## src/rtl/wsg_pkg.sv

```systemverilog
package wsg_pkg;
   localparam int unsigned WAIT_W           = 5;
   localparam int unsigned REGION_W         = 4;
   localparam int unsigned NUM_REGIONS      = 1 << REGION_W;
   localparam int unsigned NUM_WIN          = 3;
   localparam int unsigned XRAM_REGION      = 2;
   localparam int unsigned WIN_BASE_REGION  = 8;
   localparam int unsigned SRAM_REGION      = 14;
   localparam int unsigned CFG_W            = 16;
   localparam int unsigned FIELD_BITS       = 11;
   localparam int unsigned SRAM_CODE_LSB    = 0;
   localparam int unsigned WIN_FIELD_LSB    = 2;
   localparam int unsigned WIN_FIELD_STRIDE = 3;
   localparam int unsigned PF_EN_BIT        = 14;
   localparam int unsigned XRAM_WAIT16      = 2;
   localparam int unsigned XRAM_WAIT32      = 5;

   typedef logic [WAIT_W-1:0] wait_t;

   typedef struct packed {
      wait_t n16;
      wait_t s16;
      wait_t n32;
      wait_t s32;
      wait_t pf16;
      wait_t pf32;
   } timing_t;

   // first-access code to wait count
   function automatic wait_t first_wait(input logic [1:0] code);
      case (code)
         2'd0:    return wait_t'(4);
         2'd1:    return wait_t'(3);
         2'd2:    return wait_t'(2);
         default: return wait_t'(8);
      endcase
   endfunction
endpackage

```

## src/rtl/wsg_win_dec.sv

```systemverilog
module wsg_win_dec
   import wsg_pkg::*;
#(
   parameter int unsigned SLOW_SEQ = 2
) (
   input  logic [1:0] code,
   input  logic       seq_fast,
   input  logic       pf_en,
   output timing_t    t
);
   wait_t n16, s16, n32, s32;

   // 16-bit waits from the window field
   assign n16 = first_wait(code);
   assign s16 = seq_fast ? wait_t'(1) : wait_t'(SLOW_SEQ);
   // derived 32-bit timings
   assign n32 = n16 + s16 + wait_t'(1);
   assign s32 = (s16 << 1) + wait_t'(1);

   // prefetch hides the sequential wait of ROM windows
   always_comb begin
      t.n16  = n16;
      t.s16  = s16;
      t.n32  = n32;
      t.s32  = s32;
      t.pf16 = pf_en ? '0 : s16;
      t.pf32 = pf_en ? '0 : s32;
   end
endmodule

```

## src/rtl/wsg_sram_dec.sv

```systemverilog
module wsg_sram_dec
   import wsg_pkg::*;
(
   input  logic [1:0] code,
   output timing_t    t
);
   wait_t w16, w32;

   assign w16 = first_wait(code);
   assign w32 = (w16 << 1) + wait_t'(1);

   always_comb begin
      t.n16  = w16;
      t.s16  = w16;
      t.n32  = w32;
      t.s32  = w32;
      t.pf16 = w16;
      t.pf32 = w32;
   end
endmodule

```

## src/rtl/wsg_region_map.sv

```systemverilog
module wsg_region_map
   import wsg_pkg::*;
(
   input  timing_t             win_t [NUM_WIN],
   input  timing_t             sram_t,
   input  logic [REGION_W-1:0] region,
   output timing_t             sel
);
   timing_t tbl [NUM_REGIONS];

   // one table entry per region, built by kind
   for (genvar r = 0; r < NUM_REGIONS; r++) begin : g_region
      if (r == XRAM_REGION) begin : g_xram
         assign tbl[r] = '{n16:  wait_t'(XRAM_WAIT16), s16:  wait_t'(XRAM_WAIT16),
                           n32:  wait_t'(XRAM_WAIT32), s32:  wait_t'(XRAM_WAIT32),
                           pf16: wait_t'(XRAM_WAIT16), pf32: wait_t'(XRAM_WAIT32)};
      end else if (r >= WIN_BASE_REGION && r < WIN_BASE_REGION + 2 * NUM_WIN) begin : g_win
         assign tbl[r] = win_t[(r - WIN_BASE_REGION) / 2];
      end else if (r == SRAM_REGION) begin : g_sram
         assign tbl[r] = sram_t;
      end else begin : g_zero
         assign tbl[r] = '0;
      end
   end

   assign sel = tbl[region];
endmodule

```

## src/rtl/wsg_cost_calc.sv

```systemverilog
module wsg_cost_calc
   import wsg_pkg::*;
#(
   parameter int unsigned BURST_W = 8,
   parameter int unsigned COST_W  = BURST_W + 6
) (
   input  timing_t             t,
   input  logic                wide,
   input  logic                seq,
   input  logic                write,
   input  logic [BURST_W-1:0]  burst,
   output logic [COST_W-1:0]   total,
   output wait_t               pf
);
   wait_t             w_single;
   logic [COST_W-1:0] single_total;
   logic [COST_W-1:0] burst_total;
   logic [COST_W-1:0] n_rest;
   logic [COST_W-1:0] s_step;
   logic              is_burst;

   always_comb begin
      case ({wide, seq})
         2'b00:   w_single = t.n16;
         2'b01:   w_single = t.s16;
         2'b10:   w_single = t.n32;
         default: w_single = t.s32;
      endcase
      // base 2 for loads, 1 for stores
      single_total = COST_W'(w_single) + (write ? COST_W'(1) : COST_W'(2));
      // first word non-sequential, the rest sequential
      is_burst     = burst > BURST_W'(1);
      n_rest       = COST_W'(burst) - COST_W'(1);
      s_step       = COST_W'(t.s32) + COST_W'(1);
      burst_total  = COST_W'(t.n32) + COST_W'(1) + n_rest * s_step;
      total        = is_burst ? burst_total : single_total;
      pf           = wide ? t.pf32 : t.pf16;
   end
endmodule

```

## src/rtl/wsg_stall_ctr.sv

```systemverilog
module wsg_stall_ctr
   import wsg_pkg::*;
#(
   parameter int unsigned COST_W = 14
) (
   input  logic              clk,
   input  logic              rst_n,
   input  logic              req_valid,
   input  logic [COST_W-1:0] total,
   input  wait_t             pf_in,
   output logic              ready,
   output logic [COST_W-1:0] cost_q,
   output wait_t             pf_q
);
   logic [COST_W-1:0] cnt;
   logic              accept;

   assign ready  = (cnt == '0);
   assign accept = req_valid && ready;

   // load on acceptance, count down while stalled
   always_ff @(posedge clk or negedge rst_n) begin
      if (!rst_n) begin
         cnt    <= '0;
         cost_q <= '0;
         pf_q   <= '0;
      end else if (accept) begin
         cnt    <= total;
         cost_q <= total;
         pf_q   <= pf_in;
      end else if (!ready) begin
         cnt    <= cnt - COST_W'(1);
      end
   end
endmodule

```

## src/rtl/bus_wait_gen.sv

```systemverilog
module bus_wait_gen
   import wsg_pkg::*;
#(
   parameter int unsigned ADDR_W     = 32,
   parameter int unsigned REGION_LSB = 24,
   parameter int unsigned BURST_W    = 8,
   parameter int unsigned COST_W     = BURST_W + 6
) (
   input  logic               clk,
   input  logic               rst_n,
   input  logic               cfg_we,
   input  logic [CFG_W-1:0]   cfg_wdata,
   input  logic               req_valid,
   input  logic [ADDR_W-1:0]  req_addr,
   input  logic               req_wide,
   input  logic               req_seq,
   input  logic               req_write,
   input  logic [BURST_W-1:0] req_burst,
   output logic               ready,
   output logic [COST_W-1:0]  acc_cost,
   output logic [WAIT_W-1:0]  acc_pf_wait
);
   initial begin : p_param_chk
      assert (ADDR_W >= REGION_LSB + REGION_W)
         else $error("bus_wait_gen: region field exceeds address width");
      assert (BURST_W >= 1)
         else $error("bus_wait_gen: BURST_W must be at least 1");
      assert (COST_W >= BURST_W + 5)
         else $error("bus_wait_gen: COST_W too narrow for the longest burst");
   end

   // Timing word: wait fields and prefetch enable; other bits are reserved
   logic [FIELD_BITS-1:0] field_q;
   logic                  pf_en_q;
   logic                  cfg_unused;
   logic                  addr_unused;

   assign cfg_unused  = ^cfg_wdata;
   assign addr_unused = ^req_addr;

   // reset to zero; a write is seen from the next edge on
   always_ff @(posedge clk or negedge rst_n) begin
      if (!rst_n) begin
         field_q <= '0;
         pf_en_q <= 1'b0;
      end else if (cfg_we) begin
         field_q <= cfg_wdata[FIELD_BITS-1:0];
         pf_en_q <= cfg_wdata[PF_EN_BIT];
      end
   end

   timing_t win_t [NUM_WIN];
   timing_t sram_t;
   timing_t sel_t;

   for (genvar w = 0; w < NUM_WIN; w++) begin : g_window
      localparam int unsigned LSB = WIN_FIELD_LSB + w * WIN_FIELD_STRIDE;
      wsg_win_dec #(
         .SLOW_SEQ (2 << w)
      ) u_dec (
         .code     (field_q[LSB+1:LSB]),
         .seq_fast (field_q[LSB+2]),
         .pf_en    (pf_en_q),
         .t        (win_t[w])
      );
   end

   wsg_sram_dec u_sram_dec (
      .code (field_q[SRAM_CODE_LSB+1:SRAM_CODE_LSB]),
      .t    (sram_t)
   );

   logic [REGION_W-1:0] region_idx;
   assign region_idx = req_addr[REGION_LSB +: REGION_W];

   wsg_region_map u_map (
      .win_t  (win_t),
      .sram_t (sram_t),
      .region (region_idx),
      .sel    (sel_t)
   );

   logic [COST_W-1:0] total;
   wait_t             pf_now;

   wsg_cost_calc #(
      .BURST_W (BURST_W),
      .COST_W  (COST_W)
   ) u_cost (
      .t     (sel_t),
      .wide  (req_wide),
      .seq   (req_seq),
      .write (req_write),
      .burst (req_burst),
      .total (total),
      .pf    (pf_now)
   );

   wsg_stall_ctr #(
      .COST_W (COST_W)
   ) u_stall (
      .clk       (clk),
      .rst_n     (rst_n),
      .req_valid (req_valid),
      .total     (total),
      .pf_in     (pf_now),
      .ready     (ready),
      .cost_q    (acc_cost),
      .pf_q      (acc_pf_wait)
   );
endmodule

```

## config.mk

```make
export PLATFORM = sky130hd
export DESIGN_NAME = bus_wait_gen
export DESIGN_NICKNAME = d
export VERILOG_FILES = /design/src/rtl/wsg_pkg.sv /design/src/rtl/wsg_win_dec.sv /design/src/rtl/wsg_sram_dec.sv /design/src/rtl/wsg_region_map.sv /design/src/rtl/wsg_cost_calc.sv /design/src/rtl/wsg_stall_ctr.sv /design/src/rtl/bus_wait_gen.sv
export SDC_FILE = /design/constraint.sdc
export NUM_CORES = 1
export LEC_CHECK = 0
export CORE_ASPECT_RATIO = 0.7
export CORE_MARGIN = 5
export CORE_UTILIZATION = 66
export CTS_CLUSTER_SIZE = 12
export DETAILED_ROUTE_END_ITERATION = 6
export DONT_BUFFER_PORTS = 1
export HOLD_SLACK_MARGIN = 0.03
export PLACE_DENSITY = 0.9
export SLEW_MARGIN = 20
export SYNTH_ARGS = -nofsm -noshare
export SYNTH_HDL_FRONTEND = slang
export SYNTH_HIERARCHICAL = 1
export SYNTH_SLANG_ARGS = --single-unit
```

## constraint.sdc

```tcl
create_clock -name clk -period 7.8 [get_ports clk]
set_input_delay 0.78 -clock clk [delete_from_list [all_inputs] [get_ports clk]]
set_output_delay 0.78 -clock clk [all_outputs]
set_load 0.005 [all_outputs]
```

==> run metrics <==
Yosys cell types 67; Die H 97.9 um; Area Overhead vs Synth -3.95%; initial antenna violation count 0; num rows 32; Crit. End Element register; Clock transition at path regs 60 ps; nets 979; Worst Hold Class primary input to asynchronous set/reset pin; CP startpoint kind primary input; part of the Yosys area used for sequential elements 15.5%; Starting DRT DRC Count 496; commonest non-fill, non-tap cell in the layout inv_1; ys flop type dfrtp_1; CTS tree yes; DRT Wirelength 15.4 mm; Worst Path Arrival 6840 ps; worst setup margin 1150 ps; # IOs 83; Finish-stage setup viols 0; vias in the first global route 5548; Synth Area per Inst 8.28 um^2; Clock Tree Buf Depth 2; Slew HR 45.2%; part of the cycle the worst path needs 85.2%; pin count of the biggest net entering global routing 63; fin. max-slew vios 0; Resize count post-CTS 0; die width 136 um; reg2reg setup slack 1170 ps; Cells after Synth 880; Worst Max-Slew Pin Slew 819 ps; final instance area 7000 um^2; Pwr Density 156 nW/um^2; highest clock rate 150 MHz; drt drc 0; DR WL/cell 15.9 um; clock sinks 45; Crit Reg-Reg Endpoint u_stall/cnt[13]; Detailed Routing Iterations Pass 1 5; ant diodes 0; input/output buffers 0; postcts setup bufs 0; max-cap viol count 0; RSZ-0062 raised after global routing false; number of flops mapped to enable cells by yosys 0; total power 1090 uW; ANT nets after route 0; GPL Wtd Cong 0.940; CTS root buffer clkbuf_16; Crit Path Category primary input to register; Inserted Clock Buffers 5; Post-DP HPWL 12.1 mm; worst vdd ir 116 uV; Hold Buf Count CTS 0; Final Hold Violating Endpoints 0; reg2reg start field_q[1]; Mapped Area 7280 um^2; Ys Warns 6; via count 5444; gr ovfl total 0; register bit total from synthesis 45; CP Max Fanout 13; post-place setup slack 895 ps; layout cells sized above 1 9.84%; H-tree depth 2; via/cell ratio 5.64; Die ar. 13300 um^2; most frequent cells in the layout 119 x inv_1, 89 x nand2_1, 66 x nor2_1, 63 x ha_1, 60 x a21oi_1; first-pass GRT wire length 26.6 mm; status finished, final reports clean; async set-or-reset flop fraction in the synthesized netlist 100%; min Tclk post-route 6650 ps; initial core utilization 66.9%; Pleak 0.00350 uW; Req. time, crit path 8000 ps; clk_skew 4.64 ps; DP Area 6820 um^2; FF-to-FF path depth 24; Worst-Skew Late Latency 280 ps; Setup TNS 0 ps; GR Util All Layers 24.1%; core area 10900 um^2
-- worst max path at each step --
stage	from	to	slack (ps)
3_3_place_gp	req_addr[24]	u_stall/cnt[13]	1090
6_report	req_addr[24]	u_stall/cnt[13]	1150
2_1_floorplan	req_addr[25]	u_stall/cnt[13]	1410
3_5_place_dp	req_addr[24]	u_stall/cnt[13]	900
5_1_grt	req_addr[24]	u_stall/cnt[13]	800
4_1_cts	req_addr[24]	u_stall/cnt[13]	1170
-- sequential cells by signal, summed over array words and instances, names as in the netlist --
name / count
u_stall/cost_q: 14
u_stall/pf_q: 5
u_stall/cnt: 14
field_q: 11
pf_en_q: 1
-- synthesized netlist by cell type, types with 2 or more instances --
cell        n  share of area [%]
a21oi_1    60                4.1
a31oi_1     2               0.17
a32oi_1     9                1.1
and2_1      2               0.17
and3_1      3               0.26
and4_1      2               0.24
buf_12      2               0.55
buf_2      12               0.82
buf_4      79                8.1
buf_6       6               0.93
clkbuf_1   15               0.77
conb_1      8               0.41
dfrtp_1    45                 15
fa_1       41                 11
ha_1       63                 11
inv_1     119                6.1
mux2_2      7                1.1
mux2_4     31                6.4
mux2i_1     9                1.2
mux4_2      5                1.5
nand2_1    89                4.6
nand2b_1    3               0.26
nand3_1    15                1.0
nand4_1     2               0.17
nor2_1     66                3.4
nor2b_1    44                3.8
nor3_1     10               0.69
nor3_2      3               0.41
nor4_1      2               0.17
o21a_1      6               0.62
o21ai_0    20                1.4
o21ai_1    23                1.6
o21ai_2     2               0.24
or2_2       3               0.26
or4_1       3               0.31
xnor2_1    22                2.6
xor2_1     17                2.0
-- worst max-delay path, cell delays in order --
cell and delay (ps):
and2b_4 320, nand2_2 180, a32oi_1 220, buf_4 220, ha_1 310, xnor2_1 240, nor2_1 230, inv_1 90
fa_1 540, inv_1 50, fa_1 470, fa_1 550, inv_1 60, fa_1 530, inv_1 40, ha_1 350
nor2b_1 170, or4_1 410, o22ai_2 150, xnor2_1 110, nor2_1 180, a31oi_1 130, or4_1 400, o21ai_0 100
-- cell type report --
type                       instances  area, um^2
inverter                         119         447
tap                              153         191
timing repair buffer               5        37.5
multi-input combinational        636        5020
sequential                        45        1130
clock buffer                       7         143
clock inverter                     1        30.0
fill                             875        3890
-- layer usage --
| layer | share of wire [%] | wire, um | vias up | GRT usage, % |
|---|---|---|---|---|
| met3 | 10 | 1540 | 8 | 4.84 |
| met2 | 44 | 6790 | 222 | 38.5 |
| met1 | 45 | 6950 | 2629 | 34.5 |
| li1 | - | - | 2585 | - |
| met5 | 0 | 0 | - | 0 |
| met4 | 0.75 | 115 | 0 | 4.42 |
-- stage by stage --
stage                     util [%]  instances  hold slack, ps
after floorplan                  -        914             463
after global placement        62.6        958             483
after detailed placement      62.6        958             486
after CTS                     64.2        966             179
after global routing          64.2        966             175
final                         64.2        966             184
-- power breakdown --
| group | internal (uW) | leakage [uW] | switching (uW) |
|---|---|---|---|
| sequential | 240 | 0.000550 | 11.8 |
| combinational | 267 | 0.00287 | 330 |
| clock | 160 | 0.0000841 | 85.5 |
-- cell families after synthesis --
kind of cell             after synthesis  share of synthesized area [%]
adder cells (fa/ha/maj)              104                           22.1
other                                  8                          0.412
multiplexers                          52                           10.3
flip-flops                            45                           15.5
buffers and inverters                233                           17.4
XOR/XNOR                              41                           5.24
AO/OA/AOI/OAI                        136                           11.3
AND/OR/NAND/NOR                      261                           17.9
No activity file was read; power rests on OpenSTA's default activity.
